<file path="config.mk">
export PLATFORM = sky130hd
export DESIGN_NAME = mlt3_quad_serializer
export DESIGN_NICKNAME = d
export VERILOG_FILES = /design/src/rtl/mlt3_pkg.sv /design/src/rtl/mlt3_quad_counter.sv /design/src/rtl/mlt3_ctrl.sv /design/src/rtl/mlt3_datapath.sv /design/src/rtl/mlt3_quad_serializer.sv
export SDC_FILE = /design/constraint.sdc
export NUM_CORES = 1
export LEC_CHECK = 0
export BUFFER_PORTS_ARGS = -buffer_cell sky130_fd_sc_hd__buf_2
export CORE_MARGIN = 5
export CORE_UTILIZATION = 50
export DETAILED_ROUTE_END_ITERATION = 10
export GPL_ROUTABILITY_DRIVEN = 0
export HOLD_SLACK_MARGIN = 0.06
export PLACE_DENSITY = 0.71
export SLEW_MARGIN = 20
export SYNTH_ARGS = -nofsm -noshare
export SYNTH_HDL_FRONTEND = slang
export SYNTH_SLANG_ARGS = --single-unit
export TNS_END_PERCENT = 5
</file>
<file path="constraint.sdc">
create_clock -name clk -period 3.62 [get_ports clk]
set_input_delay 0.724 -clock clk [delete_from_list [all_inputs] [get_ports clk]]
set_output_delay 0.724 -clock clk [all_outputs]
set_load 0.02 [all_outputs]
</file>
<file path="src/rtl/mlt3_pkg.sv">
package mlt3_pkg;

  // Strobes from control to the datapath, one cycle each
  typedef struct packed {
    logic capture;   // latch the offered word into the holding buffer
    logic load;      // move the held word into the shifter and emit its MSB
    logic shift;     // emit the next bit of the word in the shifter
  } serStrobe_t;

  // Quadrature state encoding {driveB, driveA}
  localparam logic [1:0] QUAD_NEUTRAL_LO = 2'b00;
  localparam logic [1:0] QUAD_POSITIVE   = 2'b01;
  localparam logic [1:0] QUAD_NEUTRAL_HI = 2'b11;
  localparam logic [1:0] QUAD_NEGATIVE   = 2'b10;

endpackage

</file>
<file path="src/rtl/mlt3_quad_counter.sv">
module mlt3_quad_counter
  import mlt3_pkg::*;
(
  input  logic       clk,
  input  logic       rst,
  input  logic       stepEn,
  input  logic       stepRev,
  output logic [1:0] qState
);

  logic [1:0] qNext;
  logic       rstSeen;

  // Gray stepping: forward 00,01,11,10 ; reverse 00,10,11,01
  always_comb begin
    qNext = qState;
    if (stepEn) begin
      if (stepRev) qNext = {~qState[0], qState[1]};
      else         qNext = {qState[0], ~qState[1]};
    end
  end

  always_ff @(posedge clk) begin
    if (rst) qState <= QUAD_NEUTRAL_LO;
    else     qState <= qNext;
  end

  always_ff @(posedge clk) rstSeen <= rst;

  p_reset_neutral_r1: assert property (@(posedge clk)
    rstSeen |-> qState == QUAD_NEUTRAL_LO);

  p_step_moves_r4: assert property (@(posedge clk) disable iff (rst)
    stepEn |=> qState != $past(qState));

  p_hold_no_step_r4: assert property (@(posedge clk) disable iff (rst)
    !stepEn |=> $stable(qState));

  p_single_flip_r12: assert property (@(posedge clk) disable iff (rst)
    1'b1 |=> $countones(qState ^ $past(qState)) <= 1);

endmodule

</file>
<file path="src/rtl/mlt3_ctrl.sv">
module mlt3_ctrl
  import mlt3_pkg::*;
#(
  parameter int WORD_W = 20
) (
  input  logic       clk,
  input  logic       rst,
  input  logic       wordValid,
  input  logic       baudEn,
  output logic       wordReady,
  output serStrobe_t ctrlStrobes
);

  localparam int CNT_W = $clog2(WORD_W);
  localparam logic [CNT_W-1:0] LAST_IDX = CNT_W'(WORD_W - 1);

  logic             bufFull;
  logic [CNT_W-1:0] bitsLeft;
  logic             shifterEmpty;

  assign shifterEmpty = (bitsLeft == '0);
  assign wordReady    = !bufFull && !rst;

  always_comb begin
    ctrlStrobes.capture = wordValid && wordReady;
    ctrlStrobes.load    = baudEn && shifterEmpty && bufFull;
    ctrlStrobes.shift   = baudEn && !shifterEmpty;
  end

  always_ff @(posedge clk) begin
    if (rst) begin
      bufFull  <= 1'b0;
      bitsLeft <= '0;
    end else begin
      if (ctrlStrobes.capture)   bufFull <= 1'b1;
      else if (ctrlStrobes.load) bufFull <= 1'b0;

      if (ctrlStrobes.load)       bitsLeft <= LAST_IDX;
      else if (ctrlStrobes.shift) bitsLeft <= bitsLeft - CNT_W'(1);
    end
  end

  p_no_overwrite_r2: assert property (@(posedge clk) disable iff (rst)
    bufFull && !ctrlStrobes.load |=> bufFull && !wordReady);

  p_capture_fills_r2: assert property (@(posedge clk) disable iff (rst)
    ctrlStrobes.capture |=> bufFull);

  p_count_bound_r3: assert property (@(posedge clk) disable iff (rst)
    bitsLeft <= LAST_IDX);

  p_gapless_r8: assert property (@(posedge clk) disable iff (rst)
    ctrlStrobes.shift && bitsLeft == CNT_W'(1) && bufFull && baudEn
      |=> shifterEmpty);

endmodule

</file>
<file path="src/rtl/mlt3_datapath.sv">
module mlt3_datapath
  import mlt3_pkg::*;
#(
  parameter int WORD_W = 20
) (
  input  logic              clk,
  input  logic              rst,
  input  logic [WORD_W-1:0] wordData,
  input  logic              wordInvert,
  input  serStrobe_t        ctrlStrobes,
  output logic [1:0]        qState
);

  logic [WORD_W-1:0] bufData;
  logic              bufInv;
  logic [WORD_W-1:0] shiftReg;
  logic              wordDir;
  logic              outBit;
  logic              stepEn;
  logic              stepRev;

  always_ff @(posedge clk) begin
    if (rst) begin
      bufData <= '0;
      bufInv  <= 1'b0;
    end else if (ctrlStrobes.capture) begin
      bufData <= wordData;
      bufInv  <= wordInvert;
    end
  end

  always_ff @(posedge clk) begin
    if (rst) begin
      shiftReg <= '0;
      wordDir  <= 1'b0;
    end else if (ctrlStrobes.load) begin
      shiftReg <= {bufData[WORD_W-2:0], 1'b0};
      wordDir  <= bufInv;
    end else if (ctrlStrobes.shift) begin
      shiftReg <= {shiftReg[WORD_W-2:0], 1'b0};
    end
  end

  always_comb begin
    outBit  = ctrlStrobes.load ? bufData[WORD_W-1] : shiftReg[WORD_W-1];
    stepEn  = (ctrlStrobes.load || ctrlStrobes.shift) && outBit;
    stepRev = ctrlStrobes.load ? bufInv : wordDir;
  end

  mlt3_quad_counter u_counter (
    .clk     (clk),
    .rst     (rst),
    .stepEn  (stepEn),
    .stepRev (stepRev),
    .qState  (qState)
  );

  p_dir_held_r7: assert property (@(posedge clk) disable iff (rst)
    ctrlStrobes.shift |=> $stable(wordDir));

  p_idle_hold_r9: assert property (@(posedge clk) disable iff (rst)
    !(ctrlStrobes.load || ctrlStrobes.shift) |=> $stable(qState));

endmodule

</file>
<file path="src/rtl/mlt3_quad_serializer.sv">
module mlt3_quad_serializer
  import mlt3_pkg::*;
#(
  parameter int WORD_W = 20
) (
  input  logic              clk,
  input  logic              rst,
  input  logic              wordValid,
  input  logic [WORD_W-1:0] wordData,
  input  logic              wordInvert,
  output logic              wordReady,
  input  logic              baudEn,
  output logic              lineDriveA,
  output logic              lineDriveB,
  output logic [1:0]        lineLevel
);

  serStrobe_t ctrlStrobes;
  logic [1:0] qState;

  mlt3_ctrl #(.WORD_W(WORD_W)) u_ctrl (
    .clk         (clk),
    .rst         (rst),
    .wordValid   (wordValid),
    .baudEn      (baudEn),
    .wordReady   (wordReady),
    .ctrlStrobes (ctrlStrobes)
  );

  mlt3_datapath #(.WORD_W(WORD_W)) u_datapath (
    .clk         (clk),
    .rst         (rst),
    .wordData    (wordData),
    .wordInvert  (wordInvert),
    .ctrlStrobes (ctrlStrobes),
    .qState      (qState)
  );

  always_comb begin
    lineDriveA = qState[0];
    lineDriveB = qState[1];
    lineLevel  = {1'b0, qState[0]} - {1'b0, qState[1]};
  end

  p_ready_low_reset_r1: assert property (@(posedge clk)
    rst |-> !wordReady);

  p_level_legal_r10: assert property (@(posedge clk) disable iff (rst)
    lineLevel != 2'b10);

  p_strobe_gate_r3: assert property (@(posedge clk) disable iff (rst)
    !baudEn |=> $stable({lineDriveB, lineDriveA}));

endmodule

</file>
; ---- Word level (Yosys, flattened, before mapping)
; Index checks and enable logic that the tools add are counted.
[classes]
mux = 9
bitwise_logic = 2
n_reduce_logical = 14
addsub = 2
[op_table]
columns = operator, count
row1 = $mux 20, 2
row2 = $mux 5, 2
row3 = $logic_and 1x1->1, 6
row4 = $logic_not 5->1, 1
row5 = $sub 5x1->5 const B, 1
row6 = $mux 1, 4
row7 = $reduce_bool 2->1, 2
row8 = $logic_not 1->1, 3
row9 = $mux 2, 1
row10 = $not 1->1, 2
row11 = $reduce_or 2->1, 1
row12 = $sub 1x1->2, 1
row13 = $logic_or 1x1->1, 1
[word_totals]
reg_bits = 49
elab_cells = 35

; ---- Depth between registers and ports, before layout
; Gate-level depths: netlist of the first run.
[logic_depth]
depth_word = 5
ltp_mapped = 9
ltp_nobuf = 6

; ---- Modules after synthesis
; From an unflattened synthesis of the first run, not the netlist that was laid out.
[unflattened]
cells_unflattened = 206
hier_area_um2 = 2133.3
[modules_own_cells]
columns = mod, n_inst, area_per_inst_um2, cells_per_inst, seq_area_each_um2
row1 = mlt3_datapath, 1, 1706.6, 158, 820.8
row2 = mlt3_ctrl, 1, 312.8, 36, 120.1
row3 = mlt3_quad_counter, 1, 93.8, 9, 40.0
row4 = mlt3_quad_serializer, 1, 20.0, 3, 0.0

; ---- Least setup slack after synthesis of the first run
; Ideal clock, no wire load.
[synth_path]
path_kind = input-to-reg
from = in rst
to = reg u_datapath.bufData[10]
n_path_buf = 2
setup_slack_ns = 1.771
arrival_time_ns = 1.774
setup_ns = 0.074
required_ns = 3.546
stages = 6
path_cell_list = nor2_1 -> and2_1 -> clkbuf_1 -> clkbuf_1 -> nand2_1 -> o21ai_0
[synth_between]
elab_chain_cells = 3
[synth_lines]
columns = item, line_no
row1 = start: declaration, mlt3_quad_serializer.sv:7  ; input logic rst,
row2 = $logic_not 1->1, mlt3_ctrl.sv:22  ; assign wordReady = !bufFull && !rst;
row3 = $logic_and 1x1->1, mlt3_ctrl.sv:22
row4 = $logic_and 1x1->1, mlt3_ctrl.sv:25  ; ctrlStrobes.capture = wordValid && wordReady;
row5 = end signal: assignment, mlt3_datapath.sv:27  ; bufData <= wordData;
row6 = end: declaration, mlt3_datapath.sv:14  ; logic [WORD_W-1:0] bufData;
; Several ways; a longest one is shown, not always the timed one.
; A chain may end at the register's enable or synchronous reset.

; ---- Worst setup path in the final report of the first run
[layout_path]
from = in rst
to = out wordReady
[layout_between]
elab_chain_cells = 2
[layout_lines]
columns = item, line_no
row1 = $logic_not 1->1, mlt3_ctrl.sv:22
row2 = $logic_and 1x1->1, mlt3_ctrl.sv:22
row3 = end: declaration, mlt3_quad_serializer.sv:11  ; output logic wordReady,
; No other way between the ends.

==> results of run 1 <==
## layout make-up
type / instances / area [µm²]
clock buffer: 7 / 86.3
timing repair buffer: 30 / 153
tap: 52 / 65.1
sequential: 49 / 981
inverter: 5 / 18.8
multi-input combinational: 189 / 1090
fill: 420 / 1900
## per-layer routing
layer	up-vias	global-route usage, %	part of all wire [%]
li1	952	-	-
met2	36	24.6	42
met3	6	4.02	5.4
met1	808	22.2	51
met4	0	5.07	1.5
met5	-	0	0
## registers in the layout, indices dropped and copies added, names as in the netlist
signal and cells:
u_ctrl.bitsLeft 5, u_datapath.bufData 20, u_datapath.u_counter.qState 2, u_datapath.shiftReg 19, u_datapath.bufInv 1, u_ctrl.bufFull 1
u_datapath.wordDir 1
## metrics by stage
step                      instances  cell area [µm²]  hold slack, ns  power, mW
after floorplan                 263             2200           0.433      0.940
after detailed placement        325             2310           0.446      0.981
after global routing            332             2400           0.476       1.37
after global placement          325             2310           0.444      0.978
final                           332             2400           0.462       1.29
after CTS                       332             2390           0.462       1.30
## cells by family (layout without fill, tap and decap cells)
kind of cell             count (synthesis)  after routing  synth area share [%]
buffers and inverters                   25             42                  5.64
XOR/XNOR                                 2              2                 0.798
adder cells (fa/ha/maj)                  2              2                  1.14
AO/OA/AOI/OAI                           72             72                  20.0
multiplexers                             3              3                  1.37
flip-flops                              49             49                  44.7
AND/OR/NAND/NOR                        110            110                  26.4
## power by group through the flow
stage	Sequential [mW]	Clock [mW]	Combinational, mW
after floorplan	0.643	0	0.297
after global placement	0.660	0	0.318
after detailed placement	0.662	0	0.319
after CTS	0.650	0.331	0.322
after global routing	0.661	0.350	0.364
final	0.649	0.317	0.321
## cell usage in the layout (no fill, tap or decap), types with 2 or more instances in the layout
master,n
ha_1,2
nand2b_1,25
dfxtp_1,49
clkbuf_8,6
nand2_1,40
a211oi_2,2
buf_2,29
nor2_1,8
xor2_1,2
nand3_1,3
and3_1,16
o22ai_1,16
a211oi_1,5
a21oi_1,20
nor4_1,2
inv_1,5
o21ai_0,22
nor3_1,6
a22oi_1,2
mux2i_1,3
## worst min path at each step
stage                       startpoint                 endpoint  slack, ns
6_report       u_datapath.shiftReg[16]  u_datapath.shiftReg[16]       0.46
3_5_place_dp   u_datapath.shiftReg[12]  u_datapath.shiftReg[12]       0.45
4_1_cts        u_datapath.shiftReg[16]  u_datapath.shiftReg[16]       0.46
5_1_grt         u_datapath.shiftReg[9]   u_datapath.shiftReg[9]       0.48
2_1_floorplan  u_datapath.shiftReg[19]  u_datapath.shiftReg[19]       0.43
3_3_place_gp    u_datapath.shiftReg[7]   u_datapath.shiftReg[7]       0.44
## critical path: cells and delay by family
| family | cells | cell delay [ns] |
|---|---|---|
| buf+inv | 2 | 0.81 |
| simple gates | 1 | 0.10 |
==> summary.md, run 1 <==
| Metric | Value |
|---|---|
| Crit path kind | input pin to output pin |
| Setup TNS | 0 ns |
| Via count | 1802 |
| Vias per std cell | 5.43 |
| Drt wl/cell | 13.3 µm |
| Largest net degree at the start of global routing | 52 |
| Netlist cell types | 36 |
| Total wire length | 4.43 mm |
| RR Endpoint | u_datapath.shiftReg[13] |
| Max incr delay on CP | 0.61 ns |
| Sw Share | 31.8% |
| Initial Util | 51.1% |
| Die Span Y | 76.3 µm |
| Final setup viols | 0 |
| Place WS | 0.967 ns |
| Gate power share | 24.9% |
| Reg2reg path depth | 5 |
| Synthesis-stage register bit count | 49 |
| Number of flops mapped to enable cells by yosys | 0 |
| Layout cells sized above 1 | 15.4% |
| Post-synth top area cell | dfxtp_1 |
| CTS tree | done |
| Clk slew on worst S/H paths | 0.08 ns |
| CP endpoint | wordReady |
| Max-cap violations | 0 |
| Synth Net Count | 290 |
| Yosys warnings | 0 |
| Die width | 76.3 µm |
| Final worst-path cycle share | 66.0% |
| Critical path fanouts, max | 51 |
| Worst r2r src | u_ctrl.bufFull |
| Drt first pass iters | 4 |
| Max Clock Skew | 0.00656 ns |
| Mapped Cells | 263 |
| Final hold viol count | 0 |
| Crit-path cells | buf_2 -> nor2_1 -> buf_2 |
| Number of buffers inserted by hold repair at cts | 0 |
| Cell Rows | 24 |
| H-tree level count | 2 |
| RSZ-0062 raised after global routing | false |
| First-pass GRT wire length | 7.89 mm |
| Slowest-stage cell, CP | buf_2 |
| Root Buffer Master | clkbuf_8 |
| Syn Area/Cell | 8.35 µm² |
| Clock power frac | 24.6% |
| Die area | 0.00582 mm² |
| Cell Int Power | 877 µW |
| Worst-Skew Late Latency | 0.29 ns |
| Startpoint Class | input pin |
| Setup ws final | 1.23 ns |
| Async SR Flop Fraction | 0% |
| Setup crit start | rst |
| Synth top area cells | dfxtp_1, nand2b_1, nand2_1 |
| Initial antenna violation count | 0 |
| Mapped Area | 0.00220 mm² |
| Max Transition Viols Final | 0 |
| Ys flop type | dfxtp_1 |
| Slew margin rel. | 46.1% |
| WP data arrival | 1.66 ns |
| Worst vdd ir | 241 µV |
| Final nets | 307 |
| Most frequent cells after synthesis | dfxtp_1, nand2_1, nand2b_1 |
| CP most frequent cell | buf_2 |
| Post-cts resize count | 0 |
| Initial DRC count | 73 |
| Post-route ant nets | 0 |
| Hold Crit Depth | 2 |
| Minimum clock period | 2.39 ns |
| Sequential share of the synthesized area | 44.7% |
| Fin util | 55.8% |
| Hpwl dp | 2.83 mm |
| Core box area | 0.00429 mm² |
| R2r setup slk | 1.41 ns |
| Status | finished clean |
| Clock Sinks | 49 |
| Worst min-delay path class | register to register |
| Cts bufs inserted | 5 |
| Post-synth top area share | 44.7% |
| Sequential group share of total power | 50.4% |
| Total gr overflow | 0 |
| Psw | 409 µW |
| DR DRC count | 0 |
| N_diodes | 0 |
| PD cells | 537 mW/mm² |
| Critical Path RT | 2.90 ns |
| Max Clock Freq | 0.419 GHz |
| Post-CTS Setup Repair Bufs | 0 |
| Element type at the critical path end | output pin |
| Area growth syn-to-layout | 9.12% |
| CTS max path bufs | 2 |
| Overall routing resource usage | 16.1% |
| Vias in the first global route | 1704 |
| I/O Pins | 30 |
| Pleak | 0.928 nW |
| Port Buf Inserts | 29 |
| Actual slew at the worst max-slew pin | 0.809 ns |
| Top-count cell post-synth | dfxtp_1 |
Power figures use the tool's default switching activity.
==> run 2: changes to the inputs <==
--- a/config.mk
+++ b/config.mk
@@ -5,6 +5,7 @@
 export SDC_FILE = /design/constraint.sdc
 export NUM_CORES = 1
 export LEC_CHECK = 0
+export ABC_AREA = 1
 export BUFFER_PORTS_ARGS = -buffer_cell sky130_fd_sc_hd__buf_2
 export CORE_MARGIN = 5
 export CORE_UTILIZATION = 50
==> constraint.sdc (replaced) <==
create_clock -name clk -period 2.2 [get_ports clk]
set_input_delay 0.44 -clock clk [delete_from_list [all_inputs] [get_ports clk]]
set_output_delay 0.44 -clock clk [all_outputs]
set_load 0.02 [all_outputs]
==> run 2 against run 1 <==
  * Core utilization grew 3.5 points
  * Clock-buffer cell count shrank 2
  * Largest cell class is now registers
  * Clock skew is essentially flat
  * Via count shrank 0.22%
  * First-iteration DRC count grew 36%
  * Sequential cell count is the same
  * Clock power grew 94%
  * Global-route usage grew 0.85 points
  * Register-to-register slack lost 0.82 ns
  * Die area shrank 3.6%
  * Non-clock buffer count grew 5
  * Sequential share of layout area grew 0.15 points
==> summary.md, run 2 <==
| Metric | Value |
|---|---|
| Layout cells sized above 1 | 21.2% |
| Initial Util | 52.3% |
| Pleak | 1.01 nW |
| N_diodes | 0 |
| Final setup viols | 0 |
| Most flop-heavy register | u_datapath.bufData |
| Max Clock Skew | 0.00639 ns |
| Area used by multi-input combinational logic | 978 µm² |
| CP most frequent cell | inv_1 |
| Slew margin rel. | 82.3% |
| Core box area | 0.00403 mm² |
| Crit-path cells | inv_1 -> ha_1 -> inv_1 -> buf_2 |
| WP data arrival | 1.22 ns |
| Overall routing resource usage | 16.9% |
| Crit path kind | register to output pin |
| CTS tree | done |
| Root Buffer Master | clkbuf_8 |
| Overall Power | 2.15 mW |
| Hpwl dp | 3.01 mm |
| RSZ-0062 raised after global routing | false |
| Post-CTS Setup Repair Bufs | 0 |
| Final nets | 338 |
| Die Span Y | 74.9 µm |
| Critical Path RT | 1.76 ns |
| First-pass GRT wire length | 7.27 mm |
| Element type at the critical path end | output pin |
| PD cells | 902 mW/mm² |
| Area growth syn-to-layout | 13.4% |
| Setup TNS | 0 ns |
| Port Buf Inserts | 29 |
| Largest net degree at the start of global routing | 27 |
| Setup ws final | 0.540 ns |
| Max Transition Viols Final | 0 |
| Non-Filler Instances | 361 |
| Most frequent cells after synthesis | nand2_1, dfxtp_1, o21ai_0 |
| Place WS | 0.582 ns |
| Mapped Cells | 284 |
| Post-cts resize count | 0 |
| CTS max path bufs | 2 |
| Synthesis-stage register bit count | 49 |
| Fillcell total | 400 |
| Worst-Skew Late Latency | 0.30 ns |
| Critical path fanouts, max | 3 |
| Worst min-delay path class | input pin to register |
| Clk slew on worst S/H paths | 0.08 ns |
| Clock Sinks | 49 |
| Initial antenna violation count | 0 |
| Max-cap violations | 0 |
| Cts bufs inserted | 5 |
| Minimum clock period | 1.66 ns |
| Final Instance Area | 0.00239 mm² |
| Vias per std cell | 4.98 |
| Sequential share of the synthesized area | 46.6% |
| H-tree level count | 2 |
| Total wire length | 4.28 mm |
| Number of buffers inserted by hold repair at cts | 0 |
| CP delay by family, top | flip-flops |
| Top-count cell post-synth | nand2_1 |
| Total gr overflow | 0 |
| Async SR Flop Fraction | 0% |
| Reg area | 981 µm² |
| Placed inst area | 0.00228 mm² |
| Drt first pass iters | 4 |
| Most frequent cells in the layout | nand2_1, dfxtp_1, o21ai_0, buf_2, a21oi_1 |
| Slowest-stage cell, CP | dfxtp_1 |
| Die width | 74.9 µm |
| Placed Cells | 354 |
| DR DRC count | 0 |
| Worst path bufs/invs | 3 |
| Top flop regs | u_datapath.bufData x20, u_datapath.shiftReg x19, u_ctrl.bitsLeft x5 |
| Max incr delay on CP | 0.36 ns |
| Synth top area cells | dfxtp_1, nand2_1, o21ai_0 |
| Yosys warnings | 0 |
| Hold slack | 0.337 ns |
| Max Clock Freq | 0.602 GHz |
| Startpoint Class | register |
| Mapped Area | 0.00211 mm² |
| Max reg flops | 20 |
| Syn Area/Cell | 7.41 µm² |
| Status | finished clean |
| Number of flops mapped to enable cells by yosys | 0 |
| Initial DRC count | 99 |
| Commonest non-fill, non-tap cell in the layout | nand2_1 |
| Final worst-path cycle share | 75.5% |
| Drt wl/cell | 11.8 µm |
| Worst vdd ir | 467 µV |
| Fin util | 59.3% |
| Post-route ant nets | 0 |
| Synth Net Count | 311 |
| Post-synth top area share | 46.6% |
| Via count | 1798 |
| Actual slew at the worst max-slew pin | 0.265 ns |
| Cell Rows | 23 |
| Vias in the first global route | 1673 |
| Ys flop type | dfxtp_1 |
| Netlist cell types | 29 |
| I/O Pins | 30 |
| Final hold viol count | 0 |
| Post-synth top area cell | dfxtp_1 |
| Die area | 0.00561 mm² |
[run 2: cell count changes after synthesis, moves of 11 or more]
cell / before / now
and3_1: 16 / 0
clkbuf_1: 14 / 3
nand2_1: 40 / 98
nand2b_1: 25 / 0
o21ai_0: 22 / 36
o22ai_1: 16 / 0
[run 2: worst paths after layout]
kind                                                     start                             end  slack (ns)  cells past startpoint
worst max-delay path            u_datapath.u_counter.qState[0]                    lineLevel[0]        0.54                      4
worst min-delay path                               wordData[4]           u_datapath.bufData[4]        0.34                      3
worst max register to register              u_ctrl.bitsLeft[0]  u_datapath.u_counter.qState[0]        0.59                     10
worst min register to register          u_datapath.shiftReg[3]          u_datapath.shiftReg[3]        0.47                      2
[run 2: area by class of cell]
class	instances	share of cell area, %
sequential	49	41.1
clock inverter	2	1.47
multi-input combinational	202	41.0
timing repair buffer	35	7.97
clock buffer	5	2.88
tap	50	2.62
inverter	18	2.99
[run 2: worst min-delay path, cell delays in order]
cell and delay, ns:
buf_2 0.07, nand2_1 0.04, o21ai_0 0.05
[run 2: cell families after synthesis]
logic type | Yosys count | share of synthesized area, %
flops | 49 | 46.6
fa+ha+maj | 2 | 1.19
compound gates | 67 | 17.6
simple gates | 132 | 27.0
xor+xnor | 1 | 0.416
buf+inv | 33 | 7.25
[run 2: per-layer routing]
metal | GRT usage, % | share of wire, %
met1 | 22.6 | 49
met2 | 26.5 | 44
met3 | 4.27 | 5.9
met4 | 6.13 | 1.5
met5 | 0 | 0
[run 2: power breakdown]
part / switching [mW] / internal [mW] / total (mW)
Combinational: 0.335 / 0.179 / 0.513
Clock: 0.283 / 0.331 / 0.614
Sequential: 0.0513 / 0.974 / 1.03
Total: 0.669 / 1.48 / 2.15
